**config.mk**
```make
export PLATFORM = sky130hd
export DESIGN_NAME = spi_flag_ctrl
export DESIGN_NICKNAME = d
export VERILOG_FILES = /design/src/rtl/spi_flag_pkg.sv /design/src/rtl/spi_sticky_flag.sv /design/src/rtl/spi_rx_hold.sv /design/src/rtl/spi_tx_buffer.sv /design/src/rtl/spi_flag_ctrl.sv
export SDC_FILE = /design/constraint.sdc
export NUM_CORES = 1
export LEC_CHECK = 0
export ABC_AREA = 1
export BUFFER_PORTS_ARGS = -buffer_cell sky130_fd_sc_hd__clkbuf_2
export CAP_MARGIN = 0
export CORE_MARGIN = 2
export CORE_UTILIZATION = 48
export CTS_BUF_LIST = sky130_fd_sc_hd__clkbuf_4 sky130_fd_sc_hd__clkbuf_8
export CTS_CLUSTER_DIAMETER = 80
export DETAILED_ROUTE_END_ITERATION = 8
export GPL_TIMING_DRIVEN = 0
export PLACE_DENSITY_LB_ADDON = 0.1
export SLEW_MARGIN = 20
export SYNTH_ARGS = -nofsm -noshare
export SYNTH_HDL_FRONTEND = slang
export SYNTH_SLANG_ARGS = --single-unit
```
**constraint.sdc**
```tcl
create_clock -name clk -period 1.61 [get_ports clk]
set_clock_uncertainty 0.1 [all_clocks]
set_input_delay 0.2415 -clock clk [delete_from_list [all_inputs] [get_ports clk]]
set_output_delay 0.2415 -clock clk [all_outputs]
set_load 0.02 [all_outputs]
```
**src/rtl/spi_flag_pkg.sv**
```systemverilog
package spi_flag_pkg;

    localparam int NFLAG  = 3;
    localparam int FI_RXF = 0;
    localparam int FI_OVR = 1;
    localparam int FI_MDF = 2;

    typedef struct packed {
        logic rx;
        logic err;
        logic tx;
    } irq_vec_t;

    typedef struct packed {
        logic rxf;
        logic ovr;
        logic mdf;
        logic txe;
    } flag_vec_t;

    // Slave-select level check: master faults on any low level, slave faults
    // when deselected mid-transfer.
    function automatic logic modf_hit(input logic is_master, input logic en,
                                      input logic ss, input logic busy);
        logic hit;
        if (is_master) hit = ~ss;
        else           hit = ss & busy;
        return en & hit;
    endfunction

    function automatic irq_vec_t irq_gate(input flag_vec_t f, input irq_vec_t en);
        irq_vec_t r;
        r.rx  = f.rxf & en.rx;
        r.err = (f.ovr | f.mdf) & en.err;
        r.tx  = f.txe & en.tx;
        return r;
    endfunction

endpackage

```
**src/rtl/spi_sticky_flag.sv**
```systemverilog
module spi_sticky_flag (
    input  logic clk,
    input  logic rst,
    input  logic set_evt,
    input  logic arm_req,
    input  logic fin_acc,
    output logic flag_q,
    output logic arm_q
);
    logic do_clear;

    assign do_clear = fin_acc & arm_q;

    always_ff @(posedge clk) begin
        if (rst) begin
            flag_q <= 1'b0;
            arm_q  <= 1'b0;
        end else begin
            flag_q <= set_evt | (flag_q & ~do_clear);
            if (fin_acc)
                arm_q <= 1'b0;
            else if (arm_req & flag_q)
                arm_q <= 1'b1;
        end
    end
endmodule

```
**src/rtl/spi_rx_hold.sv**
```systemverilog
module spi_rx_hold #(
    parameter int DW = 8
) (
    input  logic          clk,
    input  logic          rst,
    input  logic          rx_done,
    input  logic [DW-1:0] rx_byte,
    input  logic          full_now,
    input  logic          clr_now,
    output logic [DW-1:0] hold_q,
    output logic          full_set,
    output logic          ovr_set
);
    logic slot_free;

    assign slot_free = ~full_now | clr_now;
    assign full_set  = rx_done;
    assign ovr_set   = rx_done & ~slot_free;

    always_ff @(posedge clk) begin
        if (rst)
            hold_q <= '0;
        else if (rx_done & slot_free)
            hold_q <= rx_byte;
    end
endmodule

```
**src/rtl/spi_tx_buffer.sv**
```systemverilog
module spi_tx_buffer #(
    parameter int DW = 8
) (
    input  logic          clk,
    input  logic          rst,
    input  logic          wr_data,
    input  logic [DW-1:0] wr_wdata,
    input  logic          tx_take,
    output logic          empty_q,
    output logic [DW-1:0] buf_q
);
    always_ff @(posedge clk) begin
        if (rst) begin
            empty_q <= 1'b1;
            buf_q   <= '0;
        end else if (tx_take & ~empty_q) begin
            empty_q <= 1'b1;
        end else if (wr_data & empty_q) begin
            buf_q   <= wr_wdata;
            empty_q <= 1'b0;
        end
    end
endmodule

```
**src/rtl/spi_flag_ctrl.sv**
```systemverilog
module spi_flag_ctrl
    import spi_flag_pkg::*;
#(
    parameter int DW = 8
) (
    input  logic          clk,
    input  logic          rst,
    input  logic          rx_done,
    input  logic [DW-1:0] rx_byte,
    input  logic          tx_take,
    input  logic          xfer_active,
    input  logic          ss_level,
    input  logic          master_mode,
    input  logic          modf_en,
    input  logic          rd_status,
    input  logic          rd_data,
    input  logic          wr_ctrl,
    input  logic          wr_data,
    input  logic [DW-1:0] wr_wdata,
    input  logic          rx_ie,
    input  logic          err_ie,
    input  logic          tx_ie,
    output logic          rx_full,
    output logic          overflow,
    output logic          mode_fault,
    output logic          tx_empty,
    output logic [DW-1:0] rd_byte,
    output logic [DW-1:0] tx_byte,
    output logic          irq_rx,
    output logic          irq_err,
    output logic          irq_tx
);
    logic [NFLAG-1:0] f_set, f_arm_req, f_fin, f_q, f_arm;
    logic             rx_clr, rxf_set, ovr_set;
    flag_vec_t        fv;
    irq_vec_t         en_v, irq_v;

    assign rx_clr = rd_data & f_arm[FI_RXF];

    spi_rx_hold #(.DW(DW)) u_rx (
        .clk      (clk),
        .rst      (rst),
        .rx_done  (rx_done),
        .rx_byte  (rx_byte),
        .full_now (f_q[FI_RXF]),
        .clr_now  (rx_clr),
        .hold_q   (rd_byte),
        .full_set (rxf_set),
        .ovr_set  (ovr_set)
    );

    spi_tx_buffer #(.DW(DW)) u_tx (
        .clk      (clk),
        .rst      (rst),
        .wr_data  (wr_data),
        .wr_wdata (wr_wdata),
        .tx_take  (tx_take),
        .empty_q  (tx_empty),
        .buf_q    (tx_byte)
    );

    always_comb begin
        f_set            = '0;
        f_fin            = '0;
        f_set[FI_RXF]    = rxf_set;
        f_set[FI_OVR]    = ovr_set;
        f_set[FI_MDF]    = modf_hit(master_mode, modf_en, ss_level, xfer_active);
        f_fin[FI_RXF]    = rd_data;
        f_fin[FI_OVR]    = rd_data;
        f_fin[FI_MDF]    = wr_ctrl;
        f_arm_req        = {NFLAG{rd_status}};
    end

    for (genvar g = 0; g < NFLAG; g++) begin : g_flag
        spi_sticky_flag u_flag (
            .clk     (clk),
            .rst     (rst),
            .set_evt (f_set[g]),
            .arm_req (f_arm_req[g]),
            .fin_acc (f_fin[g]),
            .flag_q  (f_q[g]),
            .arm_q   (f_arm[g])
        );
    end

    assign rx_full    = f_q[FI_RXF];
    assign overflow   = f_q[FI_OVR];
    assign mode_fault = f_q[FI_MDF];

    assign fv    = '{rxf: rx_full, ovr: overflow, mdf: mode_fault, txe: tx_empty};
    assign en_v  = '{rx: rx_ie, err: err_ie, tx: tx_ie};
    assign irq_v = irq_gate(fv, en_v);

    assign irq_rx  = irq_v.rx;
    assign irq_err = irq_v.err;
    assign irq_tx  = irq_v.tx;
endmodule

```
# Yosys cells after proc, flatten, opt, wreduce, memory -nomap -nowiden
# Index checks and enable logic that the tools add are counted.
# op_classes
muxes	1
reduce_logical	4
bitwise_logic	31
# ops
operator	count
1-bit AND	18
1-bit inverter	8
2-bit OR reduction	3
1-bit OR	5
2-bit AND reduction	1
1-bit two-way mux	1
# totals
input_bits	31
regBits	23
word_cells	45

# Longest topological paths before layout
# depth
ltp_word	5
ltp_mapped	6
mapped_depth_nobuf	5

# Modules after synthesis
# From an unflattened synthesis, not the netlist that was laid out.
# hier_totals
hier_cells	158
area_unflattened_um2	1114.8
# by_module_without_submodules
mod	cells_each	area_per_inst_um2	n_inst	seq_area_each_um2
spi_rx_hold	57	457.9	1	160.2
spi_tx_buffer	54	362.8	1	180.2
spi_sticky_flag	12	82.6	3	40.0
spi_flag_ctrl	11	46.3	1	0.0

# Least setup slack after synthesis
# Ideal clock, no wire load.
# synth_timing
path_type	flip-flop to flip-flop
start	register g_flag[0].u_flag.flag_q
end	register u_rx.hold_q[0]
arrival_ps	920
path_buffers	1
stages_incl_launch_ff	5
setup_slack_ps	475
setup_ps	115
path_cell_list	dfxtp_1 > nand2_4 > buf_8 > a21oi_1 > nor2_1
# synth_between
elab_chain_cells	3
# synth_rtl
element	line_no	source
start: declaration	spi_sticky_flag.sv:7	output logic flag_q,
start signal: assignment	spi_sticky_flag.sv:19	flag_q <= set_evt | (flag_q & ~do_clear);
1-bit inverter	spi_rx_hold.sv:16	assign slot_free = ~full_now | clr_now;
1-bit OR	spi_rx_hold.sv:16	
1-bit AND	spi_rx_hold.sv:23	else if (rx_done & slot_free)
end signal: assignment	spi_rx_hold.sv:24	hold_q <= rx_byte;
end: declaration	spi_rx_hold.sv:10	output logic [DW-1:0] hold_q,
# No other way between the ends.
# A chain may end at the register's enable or synchronous reset.

# Final worst setup path
# layout_timing
start	register g_flag[0].u_flag.flag_q
end	output port irq_rx
# layout_between
elab_chain_cells	1
# layout_rtl
element	line_no	source
1-bit AND	spi_flag_pkg.sv:33	r.rx = f.rxf & en.rx;
end: declaration	spi_flag_ctrl.sv:29	output logic irq_rx,
# No other way between the ends.

==> impl_results.md <==
* Post-CTS sizing at 0
* CTS tree: yes
* First-pass GRT wire length at 3380 um
* Clk_lat worst skew at 300 ps
* Post CTS Setup Buffer Count at 0
* GRT overflow at 0
* TNS Setup at 0 ps
* Clock transition at path regs at 120 ps
* Int Power at 829 uW
* Hpwl dp at 1550 um
* Max clock buf depth at 2
* CP endpoint kind: primary output
* Largest stage delay, worst path at 460 ps
* CTS Buf Count at 3
* Placed cells at 213
* Hold_buf cts at 0
* Power per cell area at 913 nW/um^2
* Htree depth at 1
* Max frequency at 0.716 GHz
* Yosys cell types at 12
* Clk sinks at 23
* Buffers on Ports at 52
* Min Hold Slack at 49.7 ps
* Setup violators final at 0
* Initial Utilization at 49.9%
* Final Cycle Share at 86.8%
* Critical path buffers and inverters at 2
* Max-cap violations at 0
* Worst hold path type: input port to flip-flop
* Status: finished, final reports clean
* DR pass1 iterations at 3
* Largest family of logic cells by synthesized area: simple AND/OR/NAND/NOR gates
* DRC violations left at 0
* GP Congestion at 0.681
* Nets at 222
* Number of hold violations in the final report at 0
* Initial antenna violation count at 0
* Register bit count reported by yosys at 23
* Critical Path Start Type: flip-flop
* Post-DRT Antenna Nets at 0
* Crit path cell chain: nand2_1 > inv_1 > clkbuf_2
* Final number of max-transition violations at 0
* Average size of a mapped cell at 7.16 sq um
* Mapped Cells at 134
* Finished Layout Cells at 217
* Slew margin rel. at 83.1%
* Share of power burned in combinational logic at 22.0%
* Min Tclk post-route at 1400 ps
* Routed length per instance at 9.20 um
* Worst-Margin Slew at 253 ps
* Vias at 970
* Area Overhead vs Synth at 33.8%
* Seq/Total Area, Yosys at 48.0%
* Total track usage at 17.7%
* Static Leak at 0.000752 uW
* Diode count at 0
* Row count at 16
* Synthesized net count at 165
* Ports at 54
* Critical Path RT at 1270 ps
* Data arrival, critical path at 1060 ps
* Switching Fraction at 29.3%
* Family with the most delay on the worst path: flip-flops
* Die height at 48.7 um
* Drt total wl at 2000 um
* Seq pwr share at 54.2%
* Compound-Gate Fraction of Synth Area at 13.3%
* Final Power at 1170 uW
* Clock power frac at 23.8%
* Psw at 343 uW
* Layout cell share with drive strength beyond 1 at 32.1%
* Routed vias/inst at 4.47
* YS warnings at 0
* RSZ-0062 raised after global routing: no
* Filler cells at 211
* Die width at 48.7 um
* Worst VDD drop at 0.600 mV
* Post-Synth XOR/XNOR Area at 0%
* Crit-path max FO at 5
* Core Area at 1920 sq um
* CP Class: flip-flop to primary output
* Post-Synth Simple-Gate Area at 25.4%
* Multiplexer share of the synthesized area at 0%
* Largest net degree at the start of global routing at 13
* Mapped cell area at 960 sq um
* Number of global-route vias before repair at 836
* Util after Layout at 66.8%
* Critical-path top delay cell: dfxtp_1
* Adder-cell share of the synthesized area at 0%
* Die ar. at 2370 sq um
* Root Buffer: clkbuf_4
* 1st-iter DRT viols at 2
==> per-stage QoR <==
stage	instance area, sq um	setup WS [ps]
after floorplan	960	475
after global routing	1280	145
after detailed placement	1250	488
final	1280	213
after global placement	1250	528
after CTS	1280	211
==> final cells by class <==
type | count | area [sq um] | area share (%)
flip-flops and latches | 23 | 460 | 35.9
multi-input cells | 85 | 372 | 28.9
repair buffers | 52 | 260 | 20.3
inverters | 22 | 82.6 | 6.43
plain buffers | 4 | 45.0 | 3.51
well taps | 27 | 33.8 | 2.63
clock buffers | 4 | 30.0 | 2.34
==> layout by cell type (no fill, tap or decap) <==
master     n
nand2_4    1
clkbuf_4   4
buf_6      2
inv_1     22
nor2_1    27
clkbuf_2  52
a21oi_1   12
nand2_1   23
dfxtp_1   23
nand3_1    9
buf_4      1
o21ai_0   12
buf_8      1
o21a_1     1
==> cell usage after synthesis (all sizes together) <==
library cell	number	area (sq um)
nor2	27	101
nand2	24	97.6
dfxtp	23	460
inv	22	82.6
a21oi	12	60.1
o21ai	12	60.1
nand3	9	45.0
buf	4	45.0
o21a	1	7.51
==> flip-flops by register name, summed over array words and instances, names as in the netlist <==
register              cells
g_flag.u_flag.flag_q      3
u_tx.buf_q                8
g_flag.u_flag.arm_q       3
u_tx.empty_q              1
u_rx.hold_q               8
==> power groups by stage <==
stage / combinational [uW] / sequential, uW / clock, uW
after floorplan: 113 / 696 / 0
after global placement: 254 / 647 / 0
after detailed placement: 260 / 649 / 0
after CTS: 260 / 636 / 291
after global routing: 290 / 640 / 305
final: 257 / 635 / 279
==> metal layers <==
metal / GRT usage, % / share of wire [%] / up-vias
met4: 7.14 / 0.70 / 0
met3: 2.16 / 5.0 / 2
met5: 0 / 0 / -
met1: 22.1 / 48 / 418
met2: 30.8 / 46 / 26
li1: - / - / 524
==> final timing paths <==
| check | startpoint | end | slack, ps | depth (start not counted) |
|---|---|---|---|---|
| setup / recovery | g_flag[0].u_flag.flag_q | irq_rx | 210 | 3 |
| setup reg to reg | u_tx.empty_q | u_tx.buf_q[7] | 440 | 4 |
| hold reg to reg | u_rx.hold_q[2] | u_rx.hold_q[2] | 400 | 2 |
| hold / removal | tx_take | u_tx.empty_q | 50 | 3 |
==> kinds of logic (layout without fill, tap and decap cells) <==
kind of cell | after synthesis | after routing
AOI/OAI and AO/OA | 25 | 25
DFF | 23 | 23
and+or+nand+nor | 60 | 60
buffers and inverters | 26 | 82
==> worst min-delay path, cell delays in order <==
cell and delay, ps:
clkbuf_2 70, o21ai_0 60, nand2_1 50
No activity file was read; power rests on OpenSTA's default activity.
